### src/rtl/scl_gen_pkg.sv
// Shared types and constants for the SCL clock generator.
// Assumes: nothing beyond IEEE 1800-2017.
package scl_gen_pkg;

    // Phase of the SCL waveform as seen by the generator
    typedef enum logic [1:0] {
        PH_IDLE = 2'd0,
        PH_LOW  = 2'd1,
        PH_REL  = 2'd2,
        PH_HIGH = 2'd3
    } scl_phase_e;

    // Minimum effective divider per mode
    localparam int unsigned STD_MIN_DIV  = 4;
    localparam int unsigned FAST_MIN_DIV = 1;

    // Divider units per half-period in each fast ratio
    localparam int unsigned R21_LOW_UNITS  = 2;
    localparam int unsigned R21_HIGH_UNITS = 1;
    localparam int unsigned R169_LOW_UNITS  = 16;
    localparam int unsigned R169_HIGH_UNITS = 9;

    // Helper divisor multipliers per mode
    localparam int unsigned STD_SPEED_MUL  = 2;
    localparam int unsigned R21_SPEED_MUL  = 3;
    localparam int unsigned R169_SPEED_MUL = 25;

endpackage

### src/rtl/scl_cfg_calc.sv
// Configuration helper: derives divider, mode bits, rise-time count and
// peripheral MHz from a peripheral frequency and a target bus speed.
// Assumes: purely combinational; inputs in Hz; a target of 0 gives the
// largest divider.
module scl_cfg_calc
    import scl_gen_pkg::*;
#(
    parameter int DIV_W        = 12,
    parameter int CFG_W        = 6,
    parameter int HZ_W         = 32,
    parameter int STD_LIMIT_HZ = 100000
) (
    input  logic [HZ_W-1:0]  pclk_hz,
    input  logic [HZ_W-1:0]  target_hz,
    input  logic             duty169_req,
    output logic [DIV_W-1:0] div_o,
    output logic             fast_o,
    output logic             duty_o,
    output logic [CFG_W-1:0] rise_o,
    output logic [CFG_W-1:0] mhz_o
);
    localparam int WW        = HZ_W + 6;
    localparam int CFG_MAX   = (1 << CFG_W) - 1;
    localparam int DIV_MAX   = (1 << DIV_W) - 1;

    logic [HZ_W-1:0] mhz_raw;
    logic [WW-1:0]   denom;
    logic [WW-1:0]   quot;

    // Frequency field and mode selection
    always_comb begin
        mhz_raw = pclk_hz / HZ_W'(1000000);
        mhz_o   = (mhz_raw > HZ_W'(CFG_MAX)) ? CFG_W'(CFG_MAX) : mhz_raw[CFG_W-1:0];
        fast_o  = (target_hz > HZ_W'(STD_LIMIT_HZ));
        duty_o  = fast_o & duty169_req;
    end

    // Divider: mode-specific divisor, then clamps and saturation
    always_comb begin
        if (!fast_o)
            denom = WW'(target_hz) * WW'(STD_SPEED_MUL);
        else if (duty169_req)
            denom = WW'(target_hz) * WW'(R169_SPEED_MUL);
        else
            denom = WW'(target_hz) * WW'(R21_SPEED_MUL);

        if (denom == '0)
            quot = '1;
        else
            quot = WW'(pclk_hz) / denom;

        if (!fast_o && quot < WW'(STD_MIN_DIV))
            div_o = DIV_W'(STD_MIN_DIV);
        else if (fast_o && quot == '0)
            div_o = DIV_W'(FAST_MIN_DIV);
        else if (quot > WW'(DIV_MAX))
            div_o = DIV_W'(DIV_MAX);
        else
            div_o = quot[DIV_W-1:0];
    end

    // Rise-time budget: 1000 ns in standard mode, 300 ns in fast mode
    always_comb begin
        if (!fast_o) begin
            if (mhz_raw >= HZ_W'(CFG_MAX - 1))
                rise_o = CFG_W'(CFG_MAX);
            else
                rise_o = mhz_raw[CFG_W-1:0] + CFG_W'(1);
        end else begin
            rise_o = CFG_W'((32'(mhz_o) * 32'd300) / 32'd1000 + 32'd1);
        end
    end

endmodule

### src/rtl/scl_phase_len.sv
// Phase length decoder: turns the divider and mode bits into the low and
// high half-period lengths in clock cycles, applying per-mode clamps.
// Assumes: configuration is held steady while the generator runs.
module scl_phase_len
    import scl_gen_pkg::*;
#(
    parameter int DIV_W = 12,
    parameter int PH_W  = DIV_W + 5
) (
    input  logic             clk,
    input  logic             rst_n,
    input  logic [DIV_W-1:0] div_i,
    input  logic             fast_i,
    input  logic             duty169_i,
    output logic [PH_W-1:0]  low_len,
    output logic [PH_W-1:0]  high_len
);
    logic [DIV_W-1:0] eff_div;

    // Per-mode minimum clamp on the divider
    always_comb begin
        if (!fast_i)
            eff_div = (div_i < DIV_W'(STD_MIN_DIV)) ? DIV_W'(STD_MIN_DIV) : div_i;
        else
            eff_div = (div_i == '0) ? DIV_W'(FAST_MIN_DIV) : div_i;
    end

    // Scale the unit into half-period lengths for the selected ratio
    always_comb begin
        if (!fast_i) begin
            low_len  = PH_W'(eff_div);
            high_len = PH_W'(eff_div);
        end else if (duty169_i) begin
            low_len  = PH_W'(eff_div) * PH_W'(R169_LOW_UNITS);
            high_len = PH_W'(eff_div) * PH_W'(R169_HIGH_UNITS);
        end else begin
            low_len  = PH_W'(eff_div) * PH_W'(R21_LOW_UNITS);
            high_len = PH_W'(eff_div) * PH_W'(R21_HIGH_UNITS);
        end
    end

    // Standard mode is symmetric and never shorter than the minimum
    assert_std_symmetric_R2: assert property (@(posedge clk) disable iff (!rst_n)
        !fast_i |-> (low_len == high_len) && (high_len >= PH_W'(STD_MIN_DIV)));

    // 2:1 ratio holds between the two halves
    assert_ratio_21_R3: assert property (@(posedge clk) disable iff (!rst_n)
        (fast_i && !duty169_i) |-> (low_len == (high_len << 1)));

    // 16:9 ratio holds between the two halves
    assert_ratio_169_R4: assert property (@(posedge clk) disable iff (!rst_n)
        (fast_i && duty169_i) |-> ((low_len * 9) == (high_len * 16)));

    // Fast mode never yields an empty high half
    assert_fast_nonzero_R5: assert property (@(posedge clk) disable iff (!rst_n)
        fast_i |-> (high_len != '0));

endmodule

### src/rtl/scl_phase_fsm.sv
// SCL phase sequencer: drives the line low for the low length, releases it,
// waits for the line to read high (flagging stretching past the rise
// budget), then times the high length and repeats.
// Assumes: scl_in is already synchronous to clk; low_len and high_len >= 1.
module scl_phase_fsm
    import scl_gen_pkg::*;
#(
    parameter int PH_W  = 17,
    parameter int CFG_W = 6
) (
    input  logic             clk,
    input  logic             rst_n,
    input  logic             enable,
    input  logic [PH_W-1:0]  low_len,
    input  logic [PH_W-1:0]  high_len,
    input  logic [CFG_W-1:0] rise_i,
    input  logic             scl_in,
    output logic             scl_drive_low,
    output logic             low_stb,
    output logic             high_stb,
    output logic             stretching
);
    scl_phase_e       state_q;
    logic [PH_W-1:0]  cnt_q;
    logic [CFG_W-1:0] wait_q;
    logic [PH_W-1:0]  low_run_q;

    // Phase sequencing, half-period counting and release wait counting
    always_ff @(posedge clk) begin
        if (!rst_n || !enable) begin
            state_q <= PH_IDLE;
            cnt_q   <= '0;
            wait_q  <= '0;
            low_stb <= 1'b0;
        end else begin
            low_stb <= 1'b0;
            case (state_q)
                PH_IDLE: begin
                    state_q <= PH_LOW;
                    cnt_q   <= PH_W'(1);
                    low_stb <= 1'b1;
                end
                PH_LOW: begin
                    if (cnt_q >= low_len) begin
                        state_q <= PH_REL;
                        cnt_q   <= '0;
                        wait_q  <= '0;
                    end else begin
                        cnt_q <= cnt_q + PH_W'(1);
                    end
                end
                PH_REL: begin
                    if (scl_in) begin
                        if (high_len <= PH_W'(1)) begin
                            state_q <= PH_LOW;
                            cnt_q   <= PH_W'(1);
                            low_stb <= 1'b1;
                        end else begin
                            state_q <= PH_HIGH;
                            cnt_q   <= PH_W'(2);
                        end
                    end else if (wait_q != '1) begin
                        wait_q <= wait_q + CFG_W'(1);
                    end
                end
                PH_HIGH: begin
                    if (cnt_q >= high_len) begin
                        state_q <= PH_LOW;
                        cnt_q   <= PH_W'(1);
                        low_stb <= 1'b1;
                    end else begin
                        cnt_q <= cnt_q + PH_W'(1);
                    end
                end
                default: state_q <= PH_IDLE;
            endcase
        end
    end

    // Output decode from the phase register and the sampled line
    always_comb begin
        scl_drive_low = (state_q == PH_LOW);
        high_stb      = (state_q == PH_REL) && scl_in;
        stretching    = (state_q == PH_REL) && !scl_in && (wait_q >= rise_i);
    end

    // Checker counter: length of the current driven-low run
    always_ff @(posedge clk) begin
        if (!rst_n)
            low_run_q <= '0;
        else if (scl_drive_low)
            low_run_q <= low_run_q + PH_W'(1);
        else
            low_run_q <= '0;
    end

    // A disable is seen by the line within one cycle
    assert_release_on_disable_R1: assert property (@(posedge clk) disable iff (!rst_n)
        !enable |=> (!scl_drive_low && !low_stb && !stretching));

    // Each driven-low run that ends normally lasts the programmed length
    assert_low_run_length_R2: assert property (@(posedge clk) disable iff (!rst_n)
        ($fell(scl_drive_low) && $past(enable)) |-> (low_run_q == $past(low_len)));

    // Stretching is only reported on a released line that reads low
    assert_stretch_line_low_R7: assert property (@(posedge clk) disable iff (!rst_n)
        stretching |-> (!scl_drive_low && !scl_in));

    // Strobes are exclusive and match the line state
    assert_strobes_exclusive_R8: assert property (@(posedge clk) disable iff (!rst_n)
        $onehot0({low_stb, high_stb}));

    assert_low_stb_driven_R8: assert property (@(posedge clk) disable iff (!rst_n)
        low_stb |-> scl_drive_low);

    // High timing only begins on a released line seen high
    assert_high_stb_sampled_R6: assert property (@(posedge clk) disable iff (!rst_n)
        high_stb |-> (scl_in && !scl_drive_low));

endmodule

### src/rtl/scl_clock_gen.sv
// I2C SCL clock generator top: phase length decoder feeding the phase
// sequencer, plus the standalone configuration helper.
// Assumes: div_i, fast_i, duty169_i and rise_i are stable while enable is
// high; scl_in is synchronised outside this block.
module scl_clock_gen
    import scl_gen_pkg::*;
#(
    parameter int DIV_W        = 12,
    parameter int CFG_W        = 6,
    parameter int HZ_W         = 32,
    parameter int STD_LIMIT_HZ = 100000
) (
    input  logic             clk,
    input  logic             rst_n,
    input  logic             enable,
    input  logic [DIV_W-1:0] div_i,
    input  logic             fast_i,
    input  logic             duty169_i,
    input  logic [CFG_W-1:0] rise_i,
    input  logic             scl_in,
    output logic             scl_drive_low,
    output logic             low_stb,
    output logic             high_stb,
    output logic             stretching,
    input  logic [HZ_W-1:0]  calc_pclk_hz,
    input  logic [HZ_W-1:0]  calc_target_hz,
    input  logic             calc_duty169,
    output logic [DIV_W-1:0] calc_div,
    output logic             calc_fast,
    output logic             calc_duty_flag,
    output logic [CFG_W-1:0] calc_rise,
    output logic [CFG_W-1:0] calc_freq_mhz
);
    localparam int PH_W = DIV_W + 5;

    logic [PH_W-1:0] low_len;
    logic [PH_W-1:0] high_len;

    scl_phase_len #(
        .DIV_W (DIV_W),
        .PH_W  (PH_W)
    ) u_len (
        .clk       (clk),
        .rst_n     (rst_n),
        .div_i     (div_i),
        .fast_i    (fast_i),
        .duty169_i (duty169_i),
        .low_len   (low_len),
        .high_len  (high_len)
    );

    scl_phase_fsm #(
        .PH_W  (PH_W),
        .CFG_W (CFG_W)
    ) u_fsm (
        .clk           (clk),
        .rst_n         (rst_n),
        .enable        (enable),
        .low_len       (low_len),
        .high_len      (high_len),
        .rise_i        (rise_i),
        .scl_in        (scl_in),
        .scl_drive_low (scl_drive_low),
        .low_stb       (low_stb),
        .high_stb      (high_stb),
        .stretching    (stretching)
    );

    scl_cfg_calc #(
        .DIV_W        (DIV_W),
        .CFG_W        (CFG_W),
        .HZ_W         (HZ_W),
        .STD_LIMIT_HZ (STD_LIMIT_HZ)
    ) u_calc (
        .pclk_hz     (calc_pclk_hz),
        .target_hz   (calc_target_hz),
        .duty169_req (calc_duty169),
        .div_o       (calc_div),
        .fast_o      (calc_fast),
        .duty_o      (calc_duty_flag),
        .rise_o      (calc_rise),
        .mhz_o       (calc_freq_mhz)
    );

endmodule

### config.mk
export PLATFORM = sky130hd
export DESIGN_NAME = scl_clock_gen
export DESIGN_NICKNAME = d
export VERILOG_FILES = /design/src/rtl/scl_gen_pkg.sv /design/src/rtl/scl_cfg_calc.sv /design/src/rtl/scl_phase_len.sv /design/src/rtl/scl_phase_fsm.sv /design/src/rtl/scl_clock_gen.sv
export SDC_FILE = /design/constraint.sdc
export NUM_CORES = 2
export LEC_CHECK = 0
export BUFFER_PORTS_ARGS = -buffer_cell sky130_fd_sc_hd__buf_2
export CAP_MARGIN = 20
export CORE_ASPECT_RATIO = 1.5
export CORE_MARGIN = 1
export CORE_UTILIZATION = 35
export CTS_CLUSTER_SIZE = 30
export DETAILED_ROUTE_END_ITERATION = 6
export PLACE_DENSITY_LB_ADDON = 0.08
export SLEW_MARGIN = 20
export SYNTH_ARGS = -nofsm -noshare
export SYNTH_HDL_FRONTEND = slang
export SYNTH_SLANG_ARGS = --single-unit
### constraint.sdc
create_clock -name clk -period 574.2 [get_ports clk]
set_clock_uncertainty 0.15 [all_clocks]
set_input_delay 57.42 -clock clk [delete_from_list [all_inputs] [get_ports clk]]
set_output_delay 57.42 -clock clk [all_outputs]
set_load 0.02 [all_outputs]
==> flow_summary_export.csv <==
group,metric,value,unit
clocking,clock_latency,270,ps
clocking,clockRootBuffer,"clkbuf_16",
clocking,cts.htree.levels,1,
detailed_routing,wire_per_inst,20.86,um
logic_synthesis,synthArstFlopShare,0,%
floorplan,initial_utilization,35.36,%
worst_setup_path,slowest_stage,"a311oi_1",
detailed_routing,wl_met3,3.791,mm
power_and_ir_drop,p_sw_share,60.36,%
final_layout,nFillCells,15280,
grt,grt_max_degree,48,
worst_setup_path,worstSetupPathType,"in2out",
detailed_routing,drt_iter0_drc,2472,
detailed_routing,routed.top_layer,"met5",
sta,hold_viol,0,
clocking,cts_tree,"done",
worst_setup_path,crit_top_cell,"o21a_1",
worst_setup_path,r2r-start,"u_fsm.cnt_q[0]",
place,gp_congestion,0.9010,
clocking,ctsLongestPathBuffers,2,
sta,final-setup-viol-count,0,
sta,layout_setup_ws,278250,ps
worst_setup_path,cp-start-kind,"input pin",
detailed_routing,drt-total-wl,188.3,mm
final_layout,drive_above_1_share,8.705,%
power_and_ir_drop,p_int,0.1122,mW
run_status,status,"complete, but fails checks",
logic_synthesis,ys_seq_area_share,1.037,%
detailed_routing,wl_met1,77.90,mm
detailed_routing,viasPerCell,5.733,
sta,rsz0062_at_grt,"false",
place,dpl_worst_slack,279750,ps
sta,period_needed,295950,ps
logic_synthesis,synth_edf_count,0,
detailed_routing,drt_first_pass_iters,7,
grt,grt_pass1_wl,292.7,mm
power_and_ir_drop,leakage,24.65,nW
power_and_ir_drop,power_frac_comb,98.7,%
worst_setup_path,crit_fanout,47,
place,place.port_buffers,118,
place,dpl.hpwl,155.7,mm
floorplan,die-height,465.7,um
power_and_ir_drop,p_sw,0.1708,mW
worst_setup_path,critical-path-max-stage-delay,830,ps
power_and_ir_drop,powerDensity,5.328,nW/um^2
final_layout,fin_area,53120,sq um
logic_synthesis,syn_area,50170,sq um
clocking,post-cts-setup-buffers,0,
power_and_ir_drop,clkPwrFrac,0.6,%
logic_synthesis,synth_top_area_share,23.82,%
place,dpl_cell_area,53020,sq um
logic_synthesis,yosysMostFrequentCell,"ha_1",
worst_setup_path,cp-end-kind,"output port",
final_layout,multi_input_comb_area,47150,sq um
sta,final_max_slew_viol_count,0,
grt,grt_pass1_vias,51130,
clocking,hold_buffers,0,
logic_synthesis,synthDistinctLibCells,149,
floorplan,die_w,311.1,um
logic_synthesis,synth_commonest_cells,"ha_1 (955), nor2_1 (668), nand2_1 (611)",
final_layout,nNetsFinal,8253,
logic_synthesis,syn_avg_cell_area,6.994,sq um
run_status,violations,"DRC",
grt,gr-total-overflow,0,
power_and_ir_drop,p_seq_share,0.6,%
detailed_routing,wl_met2,99.51,mm
floorplan,fp-row-count,169,
worst_hold_path,holdCritPathClass,"reg2reg",
clocking,cts_sinks,26,
clocking,ctsResizeCount,0,
logic_synthesis,ys.flop_type,"dfxtp_1",
sta,timing.setup.tns,0,ps
worst_hold_path,hold_start,"u_fsm.wait_q[1]",
clocking,cts_buffers,3,
grt,grt_usage,25.25,%
clocking,clkTransAtPathRegs,70,ps
power_and_ir_drop,ir_drop,0.008474,mV
power_and_ir_drop,p_total,0.2830,mW
sta,worstMarginPinSlew,1079,ps
logic_synthesis,synth.area.top_cells,"ha_1 (24%), o21a_1 (5.3%), a21oi_1 (5.2%)",
sta,slew_headroom,27.94,%
detailed_routing,vias,51760,
sta,post-route-period-util,51.54,%
floorplan,ios,119,
run,cap_viol_max_count,0,
grt,antenna_found_initial,5,
detailed_routing,drc,1,
final_layout,syn_to_final_growth,5.891,%
floorplan,coreArea,141900,sq um
sta,whs,348.8,ps
sta,max_freq,3.379,MHz
logic_synthesis,synth_top_cell_by_area,"ha_1",
detailed_routing,drt.antenna.violating_nets,0,
worst_setup_path,critPathArrivalTime,238380,ps
floorplan,fp.dieArea,144900,sq um
final_layout,final-seq-area,520.5,sq um
logic_synthesis,yosysWarnings,0,
logic_synthesis,netlist_instances,7173,
logic_synthesis,ys_ff_latch,26,
worst_setup_path,cp-startpoint,"calc_target_hz[0]",
worst_setup_path,cp.required,516630,ps
area by class of cell:
cell class	count	share of cell area (%)
multi-input combinational	6460	88.75
timing repair buffer	221	2.562
clock buffer	4	0.1672
inverter	434	3.092
antenna	3	0.01413
sequential	26	0.9798
tap	1881	4.430
power by group through the flow:
| stage | registers, mW | clock network (mW) | logic (mW) |
|---|---|---|---|
| 4_1_cts | 0.00183 | 0.00181 | 0.279 |
| 3_5_place_dp | 0.00187 | 0 | 0.277 |
| 2_1_floorplan | 0.00187 | 0 | 0.213 |
| 6_report | 0.00183 | 0.00176 | 0.279 |
| 3_3_place_gp | 0.00187 | 0 | 0.275 |
| 5_1_grt | 0.00183 | 0.00190 | 0.311 |
cell families after synthesis:
family / after synthesis / share of synthesized area [%]
AOI/OAI and AO/OA: 2117 / 28.03
other: 1 / 0.007475
adders and majority gates: 1031 / 26.60
muxes: 206 / 4.536
and+or+nand+nor: 2596 / 25.15
DFF: 26 / 1.037
xor gates and xnor gates: 504 / 9.066
buffers and inverters: 692 / 5.569
layer usage:
metal | track usage [%] | up-vias
met2 | 49.90 | 868
met1 | 28.54 | 24540
met4 | 8.374 | 2
met3 | 0.8842 | 299
met5 | 0 | -
li1 | - | 26050
flip-flops by register name (all words and copies together), names as in the netlist:
signal         cells
u_fsm.cnt_q       17
u_fsm.low_stb      1
u_fsm.state_q      2
u_fsm.wait_q       6
through the flow:
stage / instances / utilization, %
after floorplan: 7178 / -
after global placement: 9021 / 37.37
after detailed placement: 9021 / 37.37
after CTS: 9025 / 37.43
after global routing: 9026 / 37.44
final: 9029 / 37.44
cell usage in the layout (no fill, tap or decap), types with 63 or more instances in the layout:
cell type / netlist / final
ha_1: 955 / 955
buf_4: 10 / 102
nor3_1: 430 / 427
a31oi_1: 68 / 68
buf_2: 4 / 118
o31ai_1: 89 / 88
a21oi_1: 524 / 514
fa_1: 63 / 63
o21ai_0: 424 / 414
a21o_1: 198 / 198
nand4_1: 108 / 108
xor2_1: 207 / 207
inv_1: 430 / 424
or3_1: 79 / 79
o21a_1: 353 / 353
nor2_1: 668 / 666
xnor2_1: 283 / 283
nand3_1: 125 / 125
mux2_2: 151 / 151
nand2_1: 611 / 610
nand2b_1: 95 / 94
nor2b_1: 174 / 174
final timing paths:
check	to	slack [ps]	depth (start not counted)
max	calc_div[0]	278250	1140
min	u_fsm.wait_q[1]	350	2
max reg2reg	u_fsm.cnt_q[15]	569060	26
min reg2reg	u_fsm.wait_q[1]	350	2
critical path, delay by kind of cell:
kind	cells	cell delay [ps]
AO/OA/AOI/OAI	669	132710
adder cells (fa/ha/maj)	43	13810
buffers and inverters	91	11420
multiplexers	3	1350
AND/OR/NAND/NOR	334	48850
(Power assumes the default switching activity.)
